==> src/rtl/cds_pkg.sv <==
package cds_pkg;

  typedef enum logic [2:0] {
    ST_IDLE  = 3'd0,
    ST_TRIAL = 3'd1,
    ST_STEP  = 3'd2,
    ST_HOLD  = 3'd3,
    ST_DONE  = 3'd4,
    ST_ERR   = 3'd5
  } srch_state_e;

  typedef enum logic [1:0] {
    SEL_NONE = 2'd0,
    SEL_A    = 2'd1,
    SEL_B    = 2'd2
  } line_sel_e;

  // The first line takes steps until it is saturated; after that the second line does.
  function automatic line_sel_e pick_line(input logic a_sat, input logic b_sat);
    if (!a_sat)      return SEL_A;
    else if (!b_sat) return SEL_B;
    else             return SEL_NONE;
  endfunction

endpackage

==> src/rtl/cds_trial_timer.sv <==
module cds_trial_timer #(
  parameter int TIMEOUT = 60,
  localparam int TW = (TIMEOUT > 1) ? $clog2(TIMEOUT) : 1
) (
  input  logic          clk,
  input  logic          rst_n,
  input  logic          run,
  output logic [TW-1:0] cnt,
  output logic          expired
);
  localparam logic [TW-1:0] LAST = TW'(TIMEOUT - 1);

  assign expired = run && (cnt == LAST);

  always_ff @(posedge clk) begin
    if (!rst_n || !run) cnt <= '0;
    else if (!expired)  cnt <= cnt + 1'b1;
  end
endmodule

==> src/rtl/cds_streak.sv <==
module cds_streak #(
  parameter int STREAK = 5,
  localparam int SW = $clog2(STREAK + 1)
) (
  input  logic clk,
  input  logic rst_n,
  input  logic hit_ev,
  input  logic miss_ev,
  input  logic clr,
  output logic hit_last,
  output logic miss_last
);
  localparam logic [SW-1:0] FINAL = SW'(STREAK - 1);

  logic [SW-1:0] hit_cnt, miss_cnt;

  assign hit_last  = hit_ev  && (hit_cnt  == FINAL);
  assign miss_last = miss_ev && (miss_cnt == FINAL);

  always_ff @(posedge clk) begin
    if (!rst_n || clr) begin
      hit_cnt  <= '0;
      miss_cnt <= '0;
    end else if (hit_ev) begin
      hit_cnt  <= hit_cnt + 1'b1;
      miss_cnt <= '0;
    end else if (miss_ev) begin
      miss_cnt <= miss_cnt + 1'b1;
      hit_cnt  <= '0;
    end
  end
endmodule

==> src/rtl/cds_cascade.sv <==
module cds_cascade
  import cds_pkg::*;
#(
  parameter int CODE_W   = 10,
  parameter int SAT_CODE = 255
) (
  input  logic              clk,
  input  logic              rst_n,
  input  logic              step,
  output logic [CODE_W-1:0] code_a,
  output logic [CODE_W-1:0] code_b,
  output logic              wr,
  output logic              exhausted
);
  localparam logic [CODE_W-1:0] SAT = CODE_W'(SAT_CODE);

  line_sel_e sel;
  assign sel       = pick_line(code_a >= SAT, code_b >= SAT);
  assign exhausted = (sel == SEL_NONE);

  always_ff @(posedge clk) begin
    if (!rst_n) begin
      code_a <= '0;
      code_b <= '0;
      wr     <= 1'b0;
    end else begin
      wr <= 1'b0;
      if (step) begin
        case (sel)
          SEL_A: begin code_a <= code_a + 1'b1; wr <= 1'b1; end
          SEL_B: begin code_b <= code_b + 1'b1; wr <= 1'b1; end
          default: ;
        endcase
      end
    end
  end
endmodule

==> src/rtl/coarse_delay_search.sv <==
module coarse_delay_search
  import cds_pkg::*;
#(
  parameter int CODE_W   = 10,
  parameter int SAT_CODE = 255,
  parameter int TIMEOUT  = 60,
  parameter int STREAK   = 5,
  parameter int HOLD_CYC = 3,
  parameter int LED_N    = 4
) (
  input  logic              clk,
  input  logic              rst_n,
  input  logic              init_done,
  input  logic              trig,
  input  logic              win_a,
  input  logic              win_b,
  output logic [CODE_W-1:0] code_a,
  output logic [CODE_W-1:0] code_b,
  output logic              code_wr,
  output logic              done,
  output logic              err,
  output logic [LED_N-1:0]  err_leds
);
  localparam int TW = (TIMEOUT > 1) ? $clog2(TIMEOUT) : 1;
  localparam int HW = $clog2(HOLD_CYC + 1);
  localparam logic [HW-1:0] HOLD_LAST = HW'(HOLD_CYC - 1);

  srch_state_e state_q, state_d;

  // Named internal events, also seen by the bound checker
  logic          trial_start, in_trial, both_valid, timeout;
  logic          hit_ev, miss_ev, hit_last, miss_last;
  logic          step_req, exhausted, hold_last;
  logic [TW-1:0] trial_cnt;
  logic [HW-1:0] hold_cnt;

  assign trial_start = (state_q == ST_IDLE) && init_done && trig;
  assign in_trial    = (state_q == ST_TRIAL);
  assign both_valid  = win_a && win_b;
  assign hit_ev      = in_trial && both_valid;
  assign miss_ev     = in_trial && !both_valid && timeout;
  assign step_req    = (state_q == ST_STEP);
  assign hold_last   = (state_q == ST_HOLD) && (hold_cnt == HOLD_LAST);

  cds_trial_timer #(.TIMEOUT(TIMEOUT)) u_timer (
    .clk(clk), .rst_n(rst_n), .run(in_trial), .cnt(trial_cnt), .expired(timeout)
  );

  cds_streak #(.STREAK(STREAK)) u_streak (
    .clk(clk), .rst_n(rst_n), .hit_ev(hit_ev), .miss_ev(miss_ev),
    .clr(step_req), .hit_last(hit_last), .miss_last(miss_last)
  );

  cds_cascade #(.CODE_W(CODE_W), .SAT_CODE(SAT_CODE)) u_cascade (
    .clk(clk), .rst_n(rst_n), .step(step_req), .code_a(code_a),
    .code_b(code_b), .wr(code_wr), .exhausted(exhausted)
  );

  always_comb begin
    state_d = state_q;
    case (state_q)
      ST_IDLE:  if (trial_start) state_d = ST_TRIAL;
      ST_TRIAL: begin
        if (hit_ev)       state_d = hit_last  ? ST_DONE : ST_IDLE;
        else if (miss_ev) state_d = miss_last ? ST_STEP : ST_IDLE;
      end
      ST_STEP:  state_d = exhausted ? ST_ERR : ST_HOLD;
      ST_HOLD:  if (hold_last) state_d = ST_IDLE;
      ST_DONE:  state_d = ST_DONE;
      ST_ERR:   state_d = ST_ERR;
      default:  state_d = ST_IDLE;
    endcase
  end

  always_ff @(posedge clk) begin
    if (!rst_n) state_q <= ST_IDLE;
    else        state_q <= state_d;
  end

  always_ff @(posedge clk) begin
    if (!rst_n || state_q != ST_HOLD) hold_cnt <= '0;
    else                              hold_cnt <= hold_cnt + 1'b1;
  end

  assign done = (state_q == ST_DONE);
  assign err  = (state_q == ST_ERR);

  for (genvar g = 0; g < LED_N; g++) begin : g_led
    assign err_leds[g] = err;
  end
endmodule

==> config.mk <==
export PLATFORM = sky130hd
export DESIGN_NAME = coarse_delay_search
export DESIGN_NICKNAME = d
export VERILOG_FILES = /design/src/rtl/cds_pkg.sv /design/src/rtl/cds_trial_timer.sv /design/src/rtl/cds_streak.sv /design/src/rtl/cds_cascade.sv /design/src/rtl/coarse_delay_search.sv
export SDC_FILE = /design/constraint.sdc
export NUM_CORES = 1
export LEC_CHECK = 0
export BUFFER_PORTS_ARGS = -buffer_cell sky130_fd_sc_hd__buf_2
export CAP_MARGIN = 20
export CELL_PAD_IN_SITES_DETAIL_PLACEMENT = 1
export CELL_PAD_IN_SITES_GLOBAL_PLACEMENT = 2
export CORE_MARGIN = 3
export CORE_UTILIZATION = 33
export CTS_CLUSTER_DIAMETER = 100
export DETAILED_ROUTE_END_ITERATION = 8
export PLACE_DENSITY_LB_ADDON = 0.1
export SYNTH_ARGS = -nofsm -noshare
export SYNTH_HDL_FRONTEND = slang
export SYNTH_SLANG_ARGS = --single-unit
export TNS_END_PERCENT = 100
==> constraint.sdc <==
create_clock -name clk -period 1.9 [get_ports clk]
set_input_delay 0.57 -clock clk [delete_from_list [all_inputs] [get_ports clk]]
set_output_delay 0.57 -clock clk [all_outputs]
set_load 0.03 [all_outputs]
Word level (Yosys, flattened, before mapping) --
Index checks and enable logic that the tools add are counted. W data, S select, Z words.
Storage, ports and cells: register bits after elaboration 38, output and inout bits 27, word-level logic and storage cells 69
Cells by class: add/subtract/negate cells 6, magnitude comparators 2, equal/unequal tests 15, mux-type cells 13, reductions and logical operators 25
Operators with widths (number):
- $mux W3 | 8
- $add A10 B1 Y10 const B | 2
- $ge A10 B8 Y1 const B | 2
- $pmux W3 S6 | 1
- $eq A3 B3 Y1 const B | 4
- $logic_and A1 B1 Y1 | 10
- $add A3 B1 Y3 const B | 2
- $add A6 B1 Y6 const B | 1
- $eq A3 B2 Y1 const B | 2
- $eq A6 B6 Y1 const B | 1
- $mux W2 | 3
- $reduce_and A2 Y1 | 3
- $eq A2 B2 Y1 const B | 2
- $ne A2 B2 Y1 const B | 2
- $reduce_or A2 Y1 | 2
- $eq A3 B1 Y1 const B | 1
- $logic_not A1 Y1 | 3
- $logic_not A3 Y1 | 1
- $logic_or A1 B1 Y1 | 3
- $ne A3 B1 Y1 const B | 1
- $ne A3 B2 Y1 const B | 1
- $reduce_and A3 Y1 | 1
- $add A2 B1 Y2 const B | 1
- $eq A2 B1 Y1 const B | 1
- other kinds (3) | 3

Longest topological paths before layout --
Gate-level depths: netlist of the first run.
word-level depth 9, gate-level depth with buffers 6, depth with buffers taken out 6

Cells and area by module --
Synthesis of the first run repeated with hierarchy kept, for this count alone.
Second synthesis, totals: cell total of the unflattened synthesis 209, area total of the unflattened synthesis 1959.4 um^2
Modules (own cells, without submodules):
- cds_cascade | instances 1, cells an instance 105, area each 988.4 um^2, sequential area each 420.4 um^2
- coarse_delay_search | instances 1, cells an instance 40, area each 361.6 um^2, sequential area each 100.1 um^2
- cds_streak | instances 1, cells an instance 36, area each 346.6 um^2, sequential area each 120.1 um^2
- cds_trial_timer | instances 1, cells an instance 28, area each 262.8 um^2, sequential area each 120.1 um^2

Worst setup path after synthesis of the first run --
Ideal clock, no wire load.
path type flip-flop to output port, start point register state_q[2], end point output port err_leds[0], arrival 1.868 ns, setup slack -0.538 ns, cell stages (with the launch flop) 4, cells stage by stage dfxtp_1 -> buf_6 -> nor3b_1 -> buf_4
Between the ends: cells in the longest elaborated chain, start to end 1
Ends and longest elaborated chain:
- from (decl) | line coarse_delay_search.sv:28 | srch_state_e state_q, state_d;
- from (signal assigned) | line coarse_delay_search.sv:77 | else state_q <= state_d;
- $eq A3 B3 Y1 | line coarse_delay_search.sv:86 | assign err = (state_q == ST_ERR);
- to (decl) | line coarse_delay_search.sv:22 | output logic [LED_N-1:0] err_leds
No other way between the ends.

Worst setup path after layout of the first run --
start point register state_q[0], end point output port err
Between the ends: cells in the longest elaborated chain, start to end 1
Ends and longest elaborated chain:
- $eq A3 B3 Y1 | line coarse_delay_search.sv:86
- to (decl) | line coarse_delay_search.sv:21 | output logic err,
No other way between the ends.

==> metrics, run 1 <==
Seq cells post-synth=38; Synth area leaders=dfxtp_1, a21oi_1, ha_1, nand2_1, nand3_1; ys async rst share=0%; First-pass DRT Iterations=4; Critical Path AT=1260 ps; fin nets=270; sequential share of power=49.0%; most frequent CP cell=buf_6; worst-path cell chain=inv_1, nor3b_4, buf_6, buf_6; worst setup margin=roughly 74 ps; # IOs=33; ANT nets after route=0; Min Clock Period, post-route=between 1500 and 2000 ps; Layout fillers=about 650; Leak=around 0.95 nW; global-route usage over all layers=roughly 16%; via/cell ratio=about 5.3; Syn-to-layout area delta=24.90%; Initial DRC Count=42; Sw Share=between 20% and 30%; synth unique cells=44; std cell rows=26; count leader, synth=dfxtp_1; layout cells sized above 1=~28%; fmax=547.8 MHz; total CTS buffers=5; Worst slew margin=65.07%; clock group share of total power=between 30% and 40%; Die Span Y=81.87 µm; hold slack=423.6 ps; setup violators final=0; residual DRC count=0; CP Max Fanout=6; Logic pwr share=16.8%; crit start category=register; Yosys top cell by area=dfxtp_1; number of synthesis warnings=0; diodes inserted=0; gr ovfl total=0; Synth top cells by count=dfxtp_1, a21oi_1, nand2_1; H-tree depth=2; Post-DP HPWL=3628 µm; Detailed Route WL=4946 µm; CTS tree=yes; Final Hold Viols=0; synthesized cell area=0.001899 mm²; Place WS=51.47 ps; CP Class=reg -> out; Layout Skew=5.193 ps; cell area after layout=between 0.002 and 0.0025 mm²; Critical Path Max Stage Delay=370 ps; period utilisation layout=~96%; Hold Path Class=reg -> reg; outcome=completed; Critical-path top delay cell=dfxtp_4; Synth Area per Inst=~8.9 µm²; Initial Utilization=between 30% and 40%; Post-synth EDFFs=0; Max-cap violations=0; CP delay by family, top=flip-flops; crit end category=primary output; Cell Area, Placed=0.002153 mm²; power consumption=1.716 mW; Port Buf Inserts=32; internal power=1.223 mW; total number of vias=1718; share of the synthesized area in the top cell type=40.05%; Syn Nets=around 230; Root Driver=clkbuf_8; required time of the critical path=roughly 1300 ps; initial antenna violation count=0; vias in the first global route=about 1700; core area=0.005335 mm²; Worst-Margin Slew=between 500 and 600 ps; CTS clock-pin slew for the worst setup and hold paths=about 70 ps; sequential area share after synthesis=between 40% and 50%; routed len/inst=15.13 µm; worst skew pair latency=290 ps; count of pins over their slew limit=0; Fin Setup TNS=0 ps; Die Wd=81.87 µm; RSZ-0062 raised after global routing=false; main flop type after synthesis=dfxtp_1; final RePlAce weighted congestion=0.8177; CTS max path bufs=2; Critical path buffers and inverters=3; NetSw=0.4930 mW; CTS Sinks=38; first-pass GRT wire length=~8100 µm; Power Dens Cells=between 700 and 800 mW/mm²; Worst IR Drop VDD=0.4436 mV; Die ar.=~0.0067 mm²; Post-Synthesis Cells=approximately 210; largest net degree at the start of global routing=17
state kept, by name, indices dropped and copies added, names as in the netlist:
name,cells
hold_cnt,2
state_q,3
u_cascade.code_a,10
u_cascade.code_b,10
u_cascade.wr,1
u_streak.hit_cnt,3
u_streak.miss_cnt,3
u_timer.cnt,6
cell families after synthesis:
group	synth area share, %
adders and majority gates	5.270
xor gates and xnor gates	3.228
AOI/OAI and AO/OA	16.67
DFF	40.05
and+or+nand+nor	26.81
muxes	1.581
buffers and inverters	6.390
timing repair:
item | 4_1_cts | 5_1_grt
buffers inserted | 2 | 3
hold buffers | 0 | 0
pin swaps | 0 | 2
gates cloned | 0 | 1
hold endpoints to repair | 0 | 0
setup endpoints to repair | 5 | 13
gates resized for setup | 11 | 12
placed cells by master, fill, tap and decap left out, types with 3 or more instances in the layout:
cell	synthesis	routed
nand2b_1	3	3
nor2_1	11	11
buf_2	4	27
clkbuf_8	0	6
o21ai_0	8	8
buf_6	2	6
xnor2_1	4	4
xor2_1	3	3
nand2_1	18	18
inv_1	11	11
dfxtp_1	38	35
ha_1	8	8
o31ai_1	8	8
buf_4	4	13
nand3_1	13	12
or3_1	6	6
a21oi_1	22	22
and2_1	4	4
mux2i_1	3	3
or4_1	7	7
worst paths after layout:
check | slack [ps] | cells after the start | to | from
hold reg to reg | 420 | 1 | hold_cnt[0]$_SDFF_PP0_ | hold_cnt[0]$_SDFF_PP0_
setup reg to reg | 110 | 5 | u_cascade.code_b[6]$_SDFFE_PN0P_ | u_cascade.code_a[1]$_SDFFE_PN0P_
hold / removal | 420 | 1 | hold_cnt[0]$_SDFF_PP0_ | hold_cnt[0]$_SDFF_PP0_
setup / recovery | 70 | 4 | err | state_q[0]$_SDFFE_PN0P_
power by group through the flow:
| stage | logic [mW] | clock network, mW | registers (mW) |
|---|---|---|---|
| after floorplan | 0.187 | 0 | 0.871 |
| after global placement | 0.274 | 0 | 0.858 |
| after detailed placement | 0.281 | 0 | 0.859 |
| after CTS | 0.283 | 0.609 | 0.842 |
| after global routing | 0.322 | 0.648 | 0.846 |
| final | 0.288 | 0.586 | 0.842 |
per-stage QoR:
step / std cells / utilization (%)
floorplan: 213 / -
global placement: 313 / 40.36
detailed placement: 313 / 40.36
CTS: 323 / 42.92
global route: 327 / 44.47
finish: 327 / 44.47
routing by layer:
metal  track usage (%)  vias up  wire (µm)
met5                 0        -          0
met3             3.728        7        182
met1             18.84      837       2150
li1                  -      849          -
met4             5.814        0         77
met2             26.90       25       2535
final cells by class:
cell class                 instances  area (µm²)  share of cell area, %
sequential                        38       769.5                  32.44
clock buffer                       7       86.33                  3.639
inverter                          11       41.29                  1.741
multi-input combinational        153        1067                  44.99
clock inverter                     1       5.005                 0.2110
tap                               70       87.58                  3.692
timing repair buffer              47       315.3                  13.29
Note: power is estimated with default switching activity, not from simulation.
==> run 2: changes to the inputs <==
--- a/config.mk
+++ b/config.mk
@@ -8,9 +8,9 @@
 export BUFFER_PORTS_ARGS = -buffer_cell sky130_fd_sc_hd__buf_2
 export CAP_MARGIN = 20
 export CELL_PAD_IN_SITES_DETAIL_PLACEMENT = 1
-export CELL_PAD_IN_SITES_GLOBAL_PLACEMENT = 2
+export CELL_PAD_IN_SITES_GLOBAL_PLACEMENT = 1
 export CORE_MARGIN = 3
-export CORE_UTILIZATION = 33
+export CORE_UTILIZATION = 41
 export CTS_CLUSTER_DIAMETER = 100
 export DETAILED_ROUTE_END_ITERATION = 8
 export PLACE_DENSITY_LB_ADDON = 0.1
==> metrics, run 2 (synthesized netlist as in run 1, its figures left out) <==
vias in the first global route=~1700; initial antenna violation count=0; Worst slew margin=64.75%; worst skew pair latency=between 200 and 300 ps; CTS Sinks=38; Max-cap violations=0; Die ar.=approximately 0.0055 mm²; commonest non-fill, non-tap cell in the layout=dfxtp_1; # IOs=33; Initial Utilization=a little over two fifths; final RePlAce weighted congestion=approximately 0.81; CTS tree=yes; most frequent CP cell=buf_6; CTS clock-pin slew for the worst setup and hold paths=around 80 ps; count of pins over their slew limit=0; Largest regs=u_cascade.code_a x10, u_cascade.code_b x10, u_timer.cnt x6; Hold Path Class=reg -> reg; worst-path cell chain=buf_6, nor3b_4, buf_6, buf_6; RSZ-0062 raised after global routing=true; fin nets=around 270; gr ovfl total=0; Leak=a little over 0.9 nW; Post-DP HPWL=3521 µm; CP Max Fanout=11; Critical-path top delay cell=dfxtp_2; via/cell ratio=5.671; largest net degree at the start of global routing=17; ANT nets after route=0; Detailed Route WL=between 4000 and 5000 µm; fmax=approximately 550 MHz; total number of vias=about 1700; period utilisation layout=95.69%; Cell Area, Placed=0.002116 mm²; Worst IR Drop VDD=~0.42 mV; commonest non-fill, non-tap cells in the layout=dfxtp_1, buf_2, a21oi_1, nand2_1, nand3_1; hold slack=roughly 430 ps; Die Wd=74.06 µm; std cell rows=24; Critical Path AT=between 1000 and 1500 ps; Root Driver=clkbuf_8; First-pass DRT Iterations=4; Critical Path Max Stage Delay=around 340 ps; first-pass GRT wire length=7866 µm; required time of the critical path=1330 ps; diodes inserted=0; Final Hold Viols=0; cell area after layout=approximately 0.0023 mm²; setup violators final=0; Syn-to-layout area delta=22.86%; layout cells sized above 1=between 20% and 30%; H-tree depth=2; Initial DRC Count=83; crit start category=register; CP Class=reg -> out; residual DRC count=0; total CTS buffers=5; Power Dens Cells=838.7 mW/mm²; Die Span Y=between 70 and 80 µm; crit end category=primary output; Port Buf Inserts=32; Hold Buf Count CTS=0; core area=0.004414 mm²; CTS max path bufs=2; routed len/inst=~16 µm; outcome=completed; global-route usage over all layers=a little under a fifth; Worst-Margin Slew=528.2 ps; Layout Skew=approximately 5.8 ps; Min Clock Period, post-route=about 1800 ps
==> run 2: path summary, 6_finish.rpt <==
check                                                      start  cells past startpoint  slack (ps)                          endpoint
worst max-delay path                     state_q[2]$_SDFFE_PN0P_                      4          80                               err
worst min-delay path                      hold_cnt[0]$_SDFF_PP0_                      1         430            hold_cnt[0]$_SDFF_PP0_
worst max register to register  u_cascade.code_a[0]$_SDFFE_PN0P_                      5         110  u_cascade.code_b[2]$_SDFFE_PN0P_
worst min register to register            hold_cnt[0]$_SDFF_PP0_                      1         430            hold_cnt[0]$_SDFF_PP0_
==> run 2: worst max-delay path: cells and delay by family, from the launching register on <==
| family | cells | cell delay (ps) |
|---|---|---|
| flip-flops | 1 | 340 |
| buffers and inverters | 3 | 440 |
| AND/OR/NAND/NOR | 1 | 190 |
==> run 2: timing repair <==
| action | 4_1_cts | 5_1_grt |
|---|---|---|
| gates resized for setup | 11 | 7 |
| pin swaps | 0 | 0 |
| setup endpoints to repair | 5 | 12 |
| buffers inserted | 2 | 1 |
==> run 2: metrics by stage <==
step           total power [mW]  std cells  utilization, %  setup WS, ps  TNS [ps]
4_1_cts                   1.972        303           52.07         7.420         0
3_5_place_dp              1.138        293           47.93         42.42         0
6_report                  1.957        304           52.86         81.83         0
5_1_grt                   2.044        304           52.86        -21.18    -33.07
2_1_floorplan             1.058        213               -         32.43         0
3_3_place_gp              1.125        293           47.93         148.3         0
==> run 2: layout make-up <==
type                    instances  area (µm²)
repair buffers                 43       285.3
fillers                       514        2081
well taps                      52       65.06
flip-flops and latches         38       765.7
clock buffers                   5       68.82
inverters                      11       41.29
multi-input cells             152        1039
clock inverters                 3       68.82
==> run 2: per-layer routing <==
| metal | wire, µm | track usage [%] | vias to the layer above | part of all wire, % |
|---|---|---|---|---|
| li1 | - | - | 845 | - |
| met1 | 1945 | 21.65 | 841 | 41 |
| met2 | 2593 | 32.58 | 29 | 54 |
| met3 | 164 | 4.595 | 9 | 3.4 |
| met4 | 62 | 5.231 | 0 | 1.3 |
| met5 | 0 | 0 | - | 0 |
==> run 2: power breakdown <==
part           total, mW  switching (mW)  internal (mW)  leakage [nW]
combinational      0.287           0.178          0.109         0.538
clock              0.825           0.299          0.526        0.0683
sequential         0.845          0.0234          0.821         0.308
total               1.96           0.501           1.46         0.914
